==> src/rtl/wdt_pkg.sv <==
// Package: shared offsets, control-field positions and unlock keys for the
// watchdog timer. Assumes byte-addressed, word-aligned 32-bit registers.
package wdt_pkg;
    localparam int DATA_W  = 32;
    localparam int ADDR_W  = 8;
    localparam int PRESC_W = 8;

    localparam logic [ADDR_W-1:0] OFS_LOAD  = 8'h20;
    localparam logic [ADDR_W-1:0] OFS_COUNT = 8'h24;
    localparam logic [ADDR_W-1:0] OFS_CTRL  = 8'h28;
    localparam logic [ADDR_W-1:0] OFS_STAT  = 8'h2C;
    localparam logic [ADDR_W-1:0] OFS_RSENT = 8'h30;
    localparam logic [ADDR_W-1:0] OFS_DIS   = 8'h34;

    localparam int BIT_RUN    = 0;
    localparam int BIT_AUTO   = 1;
    localparam int BIT_IEN    = 2;
    localparam int BIT_WDMODE = 3;
    localparam int PRESC_LSB  = 8;

    localparam logic [DATA_W-1:0] KEY_FIRST  = 32'h1234_5678;
    localparam logic [DATA_W-1:0] KEY_SECOND = 32'h8765_4321;

    typedef struct packed {
        logic [PRESC_W-1:0] presc;
        logic               wd_mode;
        logic               irq_en;
        logic               auto_rl;
        logic               run;
    } ctrl_t;
endpackage

==> src/rtl/wdt_prescaler.sv <==
// Prescaler: emits a one-cycle tick every DIV+1 cycles while RUN is high.
// Assumes DIV may change at any time; the phase restarts whenever RUN drops.
module wdt_prescaler #(
    parameter int W = 8
) (
    input  logic         clk,
    input  logic         rst_n,
    input  logic         run,
    input  logic [W-1:0] div,
    output logic         tick
);
    logic [W-1:0] phase;

    assign tick = run && (phase == div);

    // Advance the phase counter, wrapping at the divide value.
    always_ff @(posedge clk) begin
        if (!rst_n || !run)    phase <= '0;
        else if (phase == div) phase <= '0;
        else                   phase <= phase + 1'b1;
    end

    assert_phase_bound_R3: assert property (@(posedge clk) disable iff (!rst_n)
        run && $past(run) && $past(tick) |-> phase == '0);
endmodule

==> src/rtl/wdt_downcounter.sv <==
// Down counter: steps once per tick, flags the 1->0 step, optionally refills
// from the reload value when a tick finds it at zero. A load write wins over a tick.
module wdt_downcounter #(
    parameter int W = 32
) (
    input  logic         clk,
    input  logic         rst_n,
    input  logic         load_wr,
    input  logic [W-1:0] load_val,
    input  logic [W-1:0] reload_val,
    input  logic         auto_rl,
    input  logic         tick,
    output logic [W-1:0] count,
    output logic         hit
);
    localparam logic [W-1:0] ONE = W'(1);

    assign hit = tick && !load_wr && (count == ONE);

    // Update the live count from load writes, refills and ticks.
    always_ff @(posedge clk) begin
        if (!rst_n)              count <= '0;
        else if (load_wr)        count <= load_val;
        else if (tick) begin
            if (count != '0)     count <= count - 1'b1;
            else if (auto_rl)    count <= reload_val;
        end
    end

    assert_count_quiet_R2: assert property (@(posedge clk) disable iff (!rst_n)
        !$past(tick) && !$past(load_wr) |-> $stable(count));
    assert_hit_lands_zero_R4: assert property (@(posedge clk) disable iff (!rst_n)
        hit |=> count == '0);
endmodule

==> src/rtl/wdt_unlock.sv <==
// Unlock detector: arms on the first key at the disable offset, fires on the
// second key when armed. Any other write disarms. Assumes one write per cycle.
module wdt_unlock
    import wdt_pkg::*;
(
    input  logic              clk,
    input  logic              rst_n,
    input  logic              wr_en,
    input  logic              to_dis,
    input  logic [DATA_W-1:0] wdata,
    output logic              unlock
);
    logic armed;

    assign unlock = wr_en && to_dis && armed && (wdata == KEY_SECOND);

    // Track whether the last write was the first key.
    always_ff @(posedge clk) begin
        if (!rst_n)     armed <= 1'b0;
        else if (wr_en) armed <= to_dis && (wdata == KEY_FIRST);
    end

    assert_arm_source_R11: assert property (@(posedge clk) disable iff (!rst_n)
        $rose(armed) |-> $past(wr_en && to_dis && wdata == KEY_FIRST));
    assert_unlock_disarms_R10: assert property (@(posedge clk) disable iff (!rst_n)
        unlock |=> !armed);
endmodule

==> src/rtl/wdt_core.sv <==
// Watchdog timer top: register decode, control and mode latch, event/status,
// reset-sent flag and reset request. Assumes word-aligned offsets and one
// write per cycle; reads are combinational on addr.
module wdt_core
    import wdt_pkg::*;
(
    input  logic              clk,
    input  logic              rst_n,
    input  logic              wr_en,
    input  logic [ADDR_W-1:0] addr,
    input  logic [DATA_W-1:0] wdata,
    output logic [DATA_W-1:0] rdata,
    output logic              irq,
    output logic              rst_req
);
    ctrl_t             ctrl;
    logic [DATA_W-1:0] reload_q;
    logic [DATA_W-1:0] count;
    logic              stat_q;
    logic              rsent_q;
    logic              tick;
    logic              hit;
    logic              unlock;

    logic wr_load, wr_ctrl, wr_stat, wr_rsent, wr_dis;
    assign wr_load  = wr_en && (addr == OFS_LOAD);
    assign wr_ctrl  = wr_en && (addr == OFS_CTRL);
    assign wr_stat  = wr_en && (addr == OFS_STAT);
    assign wr_rsent = wr_en && (addr == OFS_RSENT);
    assign wr_dis   = wr_en && (addr == OFS_DIS);

    wdt_prescaler #(.W(PRESC_W)) u_presc (
        .clk(clk), .rst_n(rst_n), .run(ctrl.run), .div(ctrl.presc), .tick(tick)
    );

    wdt_downcounter #(.W(DATA_W)) u_cnt (
        .clk(clk), .rst_n(rst_n), .load_wr(wr_load), .load_val(wdata),
        .reload_val(reload_q), .auto_rl(ctrl.auto_rl), .tick(tick),
        .count(count), .hit(hit)
    );

    wdt_unlock u_unlock (
        .clk(clk), .rst_n(rst_n), .wr_en(wr_en), .to_dis(addr == OFS_DIS),
        .wdata(wdata), .unlock(unlock)
    );

    // Hold the reload value written at the load offset.
    always_ff @(posedge clk) begin
        if (!rst_n)       reload_q <= '0;
        else if (wr_load) reload_q <= wdata;
    end

    // Control fields; the watchdog bit only sets from writes and clears on unlock.
    always_ff @(posedge clk) begin
        if (!rst_n) begin
            ctrl <= '0;
        end else begin
            if (wr_ctrl) begin
                ctrl.run     <= wdata[BIT_RUN];
                ctrl.auto_rl <= wdata[BIT_AUTO];
                ctrl.irq_en  <= wdata[BIT_IEN];
                ctrl.presc   <= wdata[PRESC_LSB +: PRESC_W];
                if (wdata[BIT_WDMODE]) ctrl.wd_mode <= 1'b1;
            end
            if (unlock) ctrl.wd_mode <= 1'b0;
        end
    end

    // Timer-mode zero event flag, write-one-to-clear, set has priority.
    always_ff @(posedge clk) begin
        if (!rst_n)                        stat_q <= 1'b0;
        else if (hit && !ctrl.wd_mode)     stat_q <= 1'b1;
        else if (wr_stat && wdata[0])      stat_q <= 1'b0;
    end

    // Reset-sent flag and one-cycle reset request in watchdog mode.
    always_ff @(posedge clk) begin
        if (!rst_n) begin
            rsent_q <= 1'b0;
            rst_req <= 1'b0;
        end else begin
            rst_req <= hit && ctrl.wd_mode;
            if (hit && ctrl.wd_mode)          rsent_q <= 1'b1;
            else if (wr_rsent && wdata[0])    rsent_q <= 1'b0;
        end
    end

    assign irq = stat_q && ctrl.irq_en;

    // Read multiplexer over the register offsets.
    always_comb begin
        rdata = '0;
        case (addr)
            OFS_LOAD:  rdata = reload_q;
            OFS_COUNT: rdata = count;
            OFS_CTRL:  begin
                rdata[BIT_RUN]    = ctrl.run;
                rdata[BIT_AUTO]   = ctrl.auto_rl;
                rdata[BIT_IEN]    = ctrl.irq_en;
                rdata[BIT_WDMODE] = ctrl.wd_mode;
                rdata[PRESC_LSB +: PRESC_W] = ctrl.presc;
            end
            OFS_STAT:  rdata[0] = stat_q;
            OFS_RSENT: rdata[0] = rsent_q;
            default:   rdata = '0;
        endcase
    end

    assert_wd_exit_only_unlock_R10: assert property (@(posedge clk) disable iff (!rst_n)
        $fell(ctrl.wd_mode) |-> $past(unlock));
    assert_rstreq_single_R8: assert property (@(posedge clk) disable iff (!rst_n)
        rst_req |=> !rst_req);
    assert_rstreq_records_R8: assert property (@(posedge clk) disable iff (!rst_n)
        rst_req |-> rsent_q);
    assert_rsent_clear_src_R9: assert property (@(posedge clk) disable iff (!rst_n)
        $fell(rsent_q) |-> $past(wr_en && addr == OFS_RSENT && wdata[0]));
    assert_stat_timer_only_R4: assert property (@(posedge clk) disable iff (!rst_n)
        $rose(stat_q) |-> !$past(ctrl.wd_mode));
endmodule

==> config.mk <==
export PLATFORM = sky130hd
export DESIGN_NAME = wdt_core
export DESIGN_NICKNAME = d
export VERILOG_FILES = /design/src/rtl/wdt_pkg.sv /design/src/rtl/wdt_prescaler.sv /design/src/rtl/wdt_downcounter.sv /design/src/rtl/wdt_unlock.sv /design/src/rtl/wdt_core.sv
export SDC_FILE = /design/constraint.sdc
export NUM_CORES = 1
export LEC_CHECK = 0
export BUFFER_PORTS_ARGS = -buffer_cell sky130_fd_sc_hd__buf_4
export CAP_MARGIN = 20
export CORE_UTILIZATION = 35
export DETAILED_ROUTE_END_ITERATION = 16
export GPL_TIMING_DRIVEN = 0
export PLACE_DENSITY = 0.6
export RECOVER_POWER = 50
export SLEW_MARGIN = 25
export SYNTH_ARGS = -nofsm -noshare
export SYNTH_HDL_FRONTEND = slang
export SYNTH_HIERARCHICAL = 1
export SYNTH_SLANG_ARGS = --single-unit
==> constraint.sdc <==
create_clock -name clk -period 5.3 [get_ports clk]
set_clock_uncertainty 0.15 [all_clocks]
set_input_delay 1.06 -clock clk [delete_from_list [all_inputs] [get_ports clk]]
set_output_delay 1.06 -clock clk [all_outputs]
set_load 0.005 [all_outputs]
# --- Yosys cells after proc, flatten, opt, wreduce, memory -nomap -nowiden ---
# Index checks and enable logic that the tools add are counted.
word_totals:
  elab_cells: 68
  out_inout_bits: 34
  in_bits: 43
  regBits: 88
op_classes:
  bitwise_logic: 1
  eq_ne: 10
  n_mux: 13
  n_addsub: 2
  reduce_logical: 30
op_table:
  columns: ["op", "count"]
  rows:
  - ["$mux W32", 4]
  - ["$eq A8 B6 Y1 const B", 6]
  - ["$eq A32 B1 Y1 const B", 1]
  - ["$eq A32 B29 Y1 const B", 1]
  - ["$eq A32 B32 Y1 const B", 1]
  - ["$pmux W16 S2", 1]
  - ["$reduce_bool A32 Y1", 1]
  - ["$sub A32 B1 Y32 const B", 1]
  - ["$pmux W8 S3", 1]
  - ["$logic_and A1 B1 Y1", 16]
  - ["$pmux W3 S3", 1]
  - ["$add A8 B1 Y8 const B", 1]
  - ["$eq A8 B8 Y1", 1]
  - ["$pmux W4 S2", 1]
  - ["$reduce_bool A2 Y1", 3]
  - ["$pmux W1 S5", 1]
  - ["$logic_not A1 Y1", 4]
  - ["$mux W1", 4]
  - ["$reduce_and A2 Y1", 2]
  - ["$reduce_or A2 Y1", 2]
  - ["$reduce_bool A3 Y1", 1]
  - ["$logic_or A1 B1 Y1", 1]
  - ["$not A1 Y1", 1]

# --- Depth between registers and ports, before layout ---
# Gate-level depths: netlist (run 1).
depth:
  depth_word: 7
  depth_mapped: 13
  depth_no_buf: 8

# --- By module ---
# Netlist (run 1), hierarchy kept.
by_module_without_submodules:
  columns: ["mod", "cells_each", "area_each_um2", "instances", "seq_area_each_um2"]
  rows:
  - ["wdt_core", 273, 2414.8, 1, 940.9]
  - ["wdt_downcounter", 321, 2356.0, 1, 640.6]
  - ["wdt_prescaler", 46, 470.5, 1, 160.2]
  - ["wdt_unlock", 21, 202.7, 1, 20.0]

# --- Worst setup path after synthesis (run 1) ---
# OpenSTA, ideal clock, no wires.
synth_path:
  kind: "in2reg"
  start: "input port addr[2]"
  end: "register stat_q"
  n_path_buf: 5
  setup_slack_ps: 1412
  t_required_ps: 5022
  setup_ps: 128
  path_stages: 12
  arrival_ps: 3610
  path_cell_list: "buf_6 -> or4_4 -> buf_6 -> nor4_4 -> buf_6 -> clkbuf_1 -> nor2b_1 -> clkbuf_1 -> and3_1 -> nor2b_1 -> nor3_1 -> a31oi_1"
synth_via:
  elab_chain_cells: 7
  word_cells_on_any_way: 11
  cone_classes: "2 x eq/ne; 1 x mux; 8 x reduce/logical"
synth_rtl:
  columns: ["element", "line", "rtl"]
  rows:
  - ["start, declared", "wdt_core.sv:10", "input logic [ADDR_W-1:0] addr,"]
  - ["$eq A8 B6 Y1 *", "wdt_core.sv:26", "assign wr_load = wr_en && (addr == OFS_LOAD);"]
  - ["$logic_and A1 B1 Y1 *", "wdt_core.sv:26", null]
  - ["net wr_load", "wdt_core.sv:25", "logic wr_load, wr_ctrl, wr_stat, wr_rsent, wr_dis;"]
  - ["$logic_not A1 Y1 *", "wdt_downcounter.sv:18", "assign hit = tick && !load_wr && (count == ONE);"]
  - ["$logic_and A1 B1 Y1 * (2 in a row)", "wdt_downcounter.sv:18", null]
  - ["net hit", "wdt_core.sv:22", "logic hit;"]
  - ["$logic_and A1 B1 Y1 *", "wdt_core.sv:72", "else if (hit && !ctrl.wd_mode) stat_q <= 1'b1;"]
  - ["$mux W1 / $reduce_bool A2 Y1 (equally long branches)", null, null]
  - ["end signal, assigned", "wdt_core.sv:71", "if (!rst_n) stat_q <= 1'b0;"]
  - ["end signal, assigned", "wdt_core.sv:72", null]
  - ["end signal, assigned", "wdt_core.sv:73", "else if (wr_stat && wdata[0]) stat_q <= 1'b0;"]
  - ["end, declared", "wdt_core.sv:19", "logic stat_q;"]
# The timed path passes the listed nets; every way through them passes the cells marked *.
# A chain may end at the register's enable or synchronous reset.

# --- Worst setup path in the final report (run 1) ---
layout_path:
  start: "input port addr[1]"
  end: "register stat_q"
# The elaborated chain is that of the path after synthesis.

==> results.md, run 1 <==
- Vias after detailed routing: 5,761
- Starting Density: 35.81%
- Series of cell instances along the critical path: clkbuf_4 -> or4_4 -> clkbuf_1 -> nor4_4 -> buf_6 -> clkbuf_1 -> nor2b_1 -> clkbuf_1 -> and3_1 -> nor2b_1 -> nor3_1 -> a31oi_1
- Adder-cell share of the synthesized area: 0.6895%
- DRT met1 WL: 9.082 mm
- Proportion of register bits with asynchronous set or reset after synthesis: 0%
- Clock insertion delay at the later pin of the skew report: 0.36 ns
- Cell count after synthesis: 661
- Post-synthesis mux area share: 9.607%
- Final ANT Viol Nets: 0
- Die outline area: 16,060 sq um
- Reg-to-reg slack, setup: 0.64 ns
- Cell area after synthesis: 5444 sq um
- Post-CTS setup buffers: 0
- Logic gate share of total power: 7.0%
- Worst path most repeated cell: clkbuf_1
- Metal3 WL: 1.626 mm
- Simple-gate share of the synthesized area: 27.76%
- Number of flops mapped to enable cells by yosys: 0
- Signed area change from the synthesized netlist to the final layout: 19.31%
- Filler cell count in the final layout: 1,547
- Setup repair after global routing missed its margin: false
- Ant diodes: 0
- Final clock period utilization by the worst path: 92.14%
- Most numerous cell in the Yosys netlist: nand2_1
- Standard-cell rows: 45
- CTS H-Tree Depth: 3
- Post-synth top flop: dfxtp_1
- Power after layout: 1474 uW
- Critical path required time: 5.38 ns
- Last weighted congestion value of the routability-driven placer: 0.9281
- Number of buffers added on ports: 74
- Iteration-0 DRC Markers: 604
- CP max FO: 12
- Share of the synthesized area in compound gates (AO/OA/AOI/OAI): 18.87%
- DPL Wire Length: 15.34 mm
- Minimum clock period: 4.884 ns
- Highest metal used: met4
- First drt pass iteration count: 6
- Residual DRC: 0
- Clock-pin slew reported for the worst setup and hold paths after clock tree synthesis: 0.07 ns
- Switching share of power: 23.80%
- Main area contributors after synthesis: dfxtp_1 32%, mux2i_1 9.2%, nand2_1 8.1%
- Routed wire length: 20.85 mm
- Proportion of netlist area held by the largest area contributor: 32.36%
- Met2 routed WL: 9.469 mm
- HP Class: flop to flop
- Xor-xnor portion of the synthesized cell area: 4.803%
- Delay of the slowest cell on the worst path: 0.68 ns
- Setup Viol. Count Final: 0
- Run status: complete, no violations
- Actual slew at the worst max-slew pin: 1.307 ns
- Final TNS setup: 0 ns
- Power Dens Cells: 227.0 nW/um^2
- Headroom to the max-slew limit: 12.08%
- Combinational family with the most area after synthesis: simple AND/OR/NAND/NOR gates
- Internal Pwr Total: 1123 uW
- Number of hold violations in the final report: 0
- Share of layout cells above drive strength 1: 15.05%
- First-pass GRT wire length: 31.79 mm
- Number of maximum-capacitance violations: 0
- TritonCTS clock tree: built
- Sinks on the clock net: 88
- Core region area: 15,200 sq um
- Final count of pins violating max slew: 0
- Area after detailed placement: 6235 sq um
- Leading post-synthesis cells by instance count: 117 x nand2_1, 88 x dfxtp_1, 50 x mux2i_1, 34 x clkbuf_1, 31 x nor2_1
- Capturing element type of the critical path: flop
- Via count of the first global-routing pass: 5,730
- Avg Cell Area, Syn: 8.236 sq um
- Total congestion overflow after global routing: 0
- Clock Tree Root: clkbuf_16
- Total non-filler cell area in the finished layout: 6495 sq um
- Cts-stage hold buffer count: 0
- Number of storage elements in the synthesis netlist: 88
- Cell leakage power: 0.002445 uW
- Sequential-to-total area share from yosys stat: 32.36%
- Critical path type: primary input to flop
- Vias per inst: 6.135
- Resized Gates After CTS: 0
- Initial antenna violation count: 0
- Number of buffers on the longest clock path: 2
- Launching element type of the critical path: primary input
- Clock buffer count from CTS: 9
- Die width: 126.7 um
- Syn nets: 707
- Portion of total power attributed to the clock network: 48.1%
- Slowest stage cell, crit path: nor4_4
- Detailed-route wire length per cell: 22.21 um
- Number of warnings issued by yosys: 6
- Power spent charging and discharging nets: 350.8 uW
- Maximum number of pins on one net before global-route repair: 15
- Highest ir drop seen on vdd: 0.0001517 V
- Total routing resource utilization after global routing: 26.03%
- Highest achievable clock rate: 204.8 MHz
- Power share of the sequential group: 44.9%
- Die boundary height: 126.7 um
- Number of primary I/O pins: 77
- Count of different cell masters after synthesis: 63
- Worst Path Arrival: 4.96 ns
- Biggest area consumer among synthesized cells: dfxtp_1
- Net count of the finished layout: 792
## per-layer routing
| metal | up-vias | global-route usage, % |
|---|---|---|
| li1 | 2615 | - |
| met1 | 2800 | 34.51 |
| met2 | 293 | 40.92 |
| met3 | 53 | 4.513 |
| met4 | 0 | 12.82 |
| met5 | - | 0 |
## power groups by stage
stage                     sequential [uW]  clock [uW]  combinational, uW
after floorplan                       677           0               42.4
after global placement                677           0                101
after detailed placement              677           0                101
after CTS                             662         711                102
after global routing                  662         739                108
final                                 662         709                103
## stage by stage
stage	setup WS, ns	cells	util (%)	hold WS (ns)
floorplan	1.412	661	-	0.2920
global placement	0.1884	923	41.01	0.3043
detailed placement	0.1709	923	41.01	0.3167
CTS	0.5301	939	43.13	0.3294
global route	0.3292	939	42.72	0.3545
finish	0.4164	939	42.72	0.3299
## worst paths after layout
check / endpoint / from / cells after the start
max: stat_q / addr[1] / 12
min: reload_q[17] / reload_q[17] / 2
max reg2reg: u_cnt/count[28] / u_presc/phase[2] / 9
min reg2reg: reload_q[17] / reload_q[17] / 2
## state kept, by name, indices dropped and copies added, names as in the netlist
name	count
ctrl	12
u_cnt/count	32
rsent_q	1
stat_q	1
u_unlock/armed	1
u_presc/phase	8
rst_req	1
reload_q	32
## cell usage in the layout, fill, tap and decap left out, types with 5 or more instances in the layout
cell type / netlist / final
or3_1: 7 / 7
a22o_1: 20 / 20
dfxtp_1: 88 / 88
a211oi_1: 10 / 10
nand2b_1: 6 / 6
a21oi_1: 21 / 21
mux2i_1: 50 / 50
nand4_1: 6 / 6
a31oi_1: 17 / 17
buf_6: 9 / 5
o221ai_1: 8 / 8
nor4bb_1: 5 / 5
nand3_1: 20 / 20
nand2_1: 117 / 117
xor2_1: 13 / 13
a221o_1: 11 / 11
buf_4: 0 / 69
clkbuf_1: 34 / 40
and3_1: 6 / 6
inv_1: 16 / 16
nor2_1: 31 / 31
or4_1: 8 / 8
o21ai_0: 27 / 27
nor3_1: 24 / 25
o31ai_1: 5 / 5
xnor2_1: 15 / 15
nor4_1: 6 / 8
o211ai_1: 5 / 5
nand3b_1: 5 / 5
clkbuf_16: 0 / 9
## critical path: cells and delay by family
family / cells / cell delay [ns]
AO/OA/AOI/OAI: 1 / 0.10
buffers and inverters: 5 / 1.63
AND/OR/NAND/NOR: 6 / 2.16
## logic make-up (layout without fill, tap and decap cells)
group | after synthesis | after routing
DFF | 88 | 88
AOI/OAI and AO/OA | 145 | 145
buffers and inverters | 66 | 156
muxes | 52 | 52
adders and majority gates | 3 | 3
xor gates and xnor gates | 29 | 29
and+or+nand+nor | 278 | 278
## cell type report
type                            count  area, sq um  share of cell area (%)
Timing Repair Buffer               74        551.8                   8.495
Buffer                             49        226.5                   3.487
Sequential cell                    88         1762                   27.12
Clock buffer                       10        239.0                   3.679
Tap cell                          188        235.2                   3.622
Multi-Input combinational cell    507         3334                   51.34
Inverter                           17        63.81                  0.9825
Clock inverter                      6        82.58                   1.271
No activity file was read; power rests on OpenSTA's default activity.
==> run 2: changes to the inputs <==
--- a/config.mk
+++ b/config.mk
@@ -8,8 +8,8 @@
 export BUFFER_PORTS_ARGS = -buffer_cell sky130_fd_sc_hd__buf_4
 export CAP_MARGIN = 20
 export CORE_UTILIZATION = 35
+export CTS_BUF_LIST = sky130_fd_sc_hd__clkbuf_4 sky130_fd_sc_hd__clkbuf_8
 export DETAILED_ROUTE_END_ITERATION = 16
-export GPL_TIMING_DRIVEN = 0
 export PLACE_DENSITY = 0.6
 export RECOVER_POWER = 50
 export SLEW_MARGIN = 25
==> run 2 against run 1 <==
Effect of this change:
- worst setup slack better by 0.64 ns
- design area down 3.2%
- cell count down 3.7%
- combinational power down 9.6%
- die area unchanged
- largest cell class unchanged
- worst hold slack worse by 0.0043 ns
- fmax up 15%
- first-iteration DRC count down 9.8%
==> results.md, run 2 (synthesis results as in run 1) <==
- Run status: complete, no violations
- TritonCTS clock tree: built
- Share of layout cells above drive strength 1: 16.34% (+1.3 points)
- Sinks on the clock net: 88 (unchanged)
- Minimum clock period: 4.242 ns (-0.6413 ns)
- Power share of the sequential group: 51.9% (+7.0 points)
- Number of hold violations in the final report: 0 (unchanged)
- Worst setup timing slack at the placement stage: 1.295 ns (+1.124 ns)
- Portion of total power attributed to the clock network: 40.8% (-7.3 points)
- Detailed-route wire length per cell: 19.95 um (-10%)
- Actual slew at the worst max-slew pin: 0.9968 ns (-0.3099 ns)
- Total routing resource utilization after global routing: 22.47% (-3.6 points)
- Vias after detailed routing: 5,455 (-5.3%)
- Post-CTS setup buffers: 0 (unchanged)
- Clock insertion delay at the later pin of the skew report: 0.37 ns (about the same)
- CP max FO: 19 (+7)
- Highest achievable clock rate: 235.7 MHz (+15%)
- Standard-cell rows: 45 (unchanged)
- Largest registers: reload_q: 32 flops, u_cnt/count: 32 flops, ctrl: 12 flops
- Number of primary I/O pins: 77 (unchanged)
- Final cell count without fillers: 904 (-3.7%)
- Internal Pwr Total: 976.2 uW (-13%)
- Clock Tree Root: clkbuf_8
- Cts-stage hold buffer count: 0 (unchanged)
- Capturing element type of the critical path: flop
- Total congestion overflow after global routing: 0 (unchanged)
- Core region area: 15,200 sq um (unchanged)
- Residual DRC: 0 (unchanged)
- First drt pass iteration count: 5 (-1)
- Starting Density: 35.81% (unchanged)
- Net count of the finished layout: 759 (-4.2%)
- Cell leakage power: 0.002379 uW (-2.7%)
- Number of buffers on the longest clock path: 2 (unchanged)
- Signed area change from the synthesized netlist to the final layout: 15.49%
- Top library cells by usage in the layout, fill and taps aside: 117 x nand2_1, 88 x dfxtp_1, 86 x buf_4
- Headroom to the max-slew limit: 32.93% (+21 points)
- Critical path required time: 5.42 ns (+0.04 ns)
- Vias per inst: 6.034 (-1.6%)
- Highest ir drop seen on vdd: 0.0001104 V (-27%)
- Number of buffers added on ports: 76 (+2.7%)
- Via count of the first global-routing pass: 5,174 (-9.7%)
- Setup repair after global routing missed its margin: false
- Last weighted congestion value of the routability-driven placer: 0.8712 (-6.1%)
- CTS H-Tree Depth: 3 (unchanged)
- Global-route track usage on met2: 36.37% (-4.5 points)
- Final ANT Viol Nets: 0 (unchanged)
- GRT met3 Usage: 3.458% (-1.1 points)
- DPL Wire Length: 12.71 mm (-17%)
- Cell count after placement: 890 (-3.6%)
- Final TNS setup: 0 ns (unchanged)
- Power after layout: 1275 uW (-13%)
- GR Util met1: 30.23% (-4.3 points)
- Worst Path Arrival: 4.36 ns (-0.60 ns)
- Logic gate share of total power: 7.3% (+0.3 points)
- Filler cell count in the final layout: 1,532 (-0.97%)
- Setup Viol. Count Final: 0 (unchanged)
- Worst Setup Slack, final: 1.058 ns (+0.6413 ns)
- Most crowded layer after global routing: met2
- Critical path type: primary input to flop
- Power spent charging and discharging nets: 299.2 uW (-15%)
- Power Dens Cells: 202.8 nW/um^2 (-11%)
- Number of maximum-capacitance violations: 0 (unchanged)
- Iteration-0 DRC Markers: 545 (-9.8%)
- Die width: 126.7 um (unchanged)
- Final clock period utilization by the worst path: 80.04% (-12 points)
- Final count of pins violating max slew: 0 (unchanged)
- Clock-pin slew reported for the worst setup and hold paths after clock tree synthesis: 0.08 ns (about the same)
- Die outline area: 16,060 sq um (unchanged)
- Die boundary height: 126.7 um (unchanged)
- Clock buffer count from CTS: 9 (unchanged)
- Commonest non-fill, non-tap cell in the layout: nand2_1
- Initial antenna violation count: 0 (unchanged)
- First-pass GRT wire length: 28.24 mm (-11%)
- Ant diodes: 0 (unchanged)
- Core occupancy in the finished layout: 41.36% (-1.4 points)
- Routed wire length: 18.03 mm (-14%)
- Maximum number of pins on one net before global-route repair: 73 (+58)
- Switching share of power: 23.46% (-0.34 points)
- Resized Gates After CTS: 0 (unchanged)
- Launching element type of the critical path: primary input
- HP Class: flop to flop
run 2: cell types whose count changed in the layout (fill, tap and decap cells not counted), moves of 3 or more:
cell | previous run | this run
clkbuf_16 | 9 | 0
clkinv_2 | 3 | 0
buf_4 | 69 | 86
buf_2 | 4 | 0
clkbuf_8 | 1 | 10
buf_6 | 5 | 0
clkbuf_1 | 40 | 2
run 2: final timing paths:
| kind | start | to | slack, ns | depth (start not counted) |
|---|---|---|---|---|
| worst max register to register | u_presc/phase[2] | u_cnt/count[27] | 1.57 | 9 |
| worst max-delay path | addr[1] | u_cnt/count[22] | 1.06 | 11 |
| worst min-delay path | reload_q[5] | reload_q[5] | 0.33 | 2 |
| worst min register to register | reload_q[5] | reload_q[5] | 0.33 | 2 |
run 2: power by group through the flow:
| stage | clock [uW] | sequential (uW) | combinational, uW |
|---|---|---|---|
| floorplan | 0 | 677 | 42.4 |
| finish | 521 | 662 | 93.1 |
| CTS | 528 | 662 | 92.9 |
| detailed placement | 0 | 677 | 92.7 |
| global placement | 0 | 677 | 91.9 |
| global route | 562 | 662 | 99.5 |
run 2: per-stage QoR:
| step | hold slack [ns] | area [sq um] |
|---|---|---|
| finish | 0.3257 | 6287 |
| global route | 0.3522 | 6287 |
| CTS | 0.3279 | 6325 |
| detailed placement | 0.3092 | 6112 |
| global placement | 0.3086 | 6112 |
| floorplan | 0.2920 | 5444 |
run 2: final cells by class:
class / instances / area (sq um) / area share [%]
clock buffers: 11 / 145.1 / 2.308
clock inverters: 3 / 67.56 / 1.075
inverters: 17 / 63.81 / 1.015
multi-input cells: 507 / 3346 / 53.21
flip-flops and latches: 88 / 1762 / 28.02
well taps: 188 / 235.2 / 3.741
repair buffers: 90 / 668.1 / 10.63
run 2: routing by layer:
layer	vias to the layer above	share of wire, %
met4	0	1.9
met5	-	0
met3	22	6.4
met2	249	47
li1	2536	-
met1	2648	45
run 2: critical path, cell delays in order:
cell and delay (ns):
clkbuf_4 0.11, or4_1 0.77, nor4_1 0.68, buf_4 0.36
inv_1 0.09, nand3_1 0.07, or4_1 0.14, nor2b_1 0.41
buf_4 0.34, a21oi_1 0.09, a211oi_1 0.23
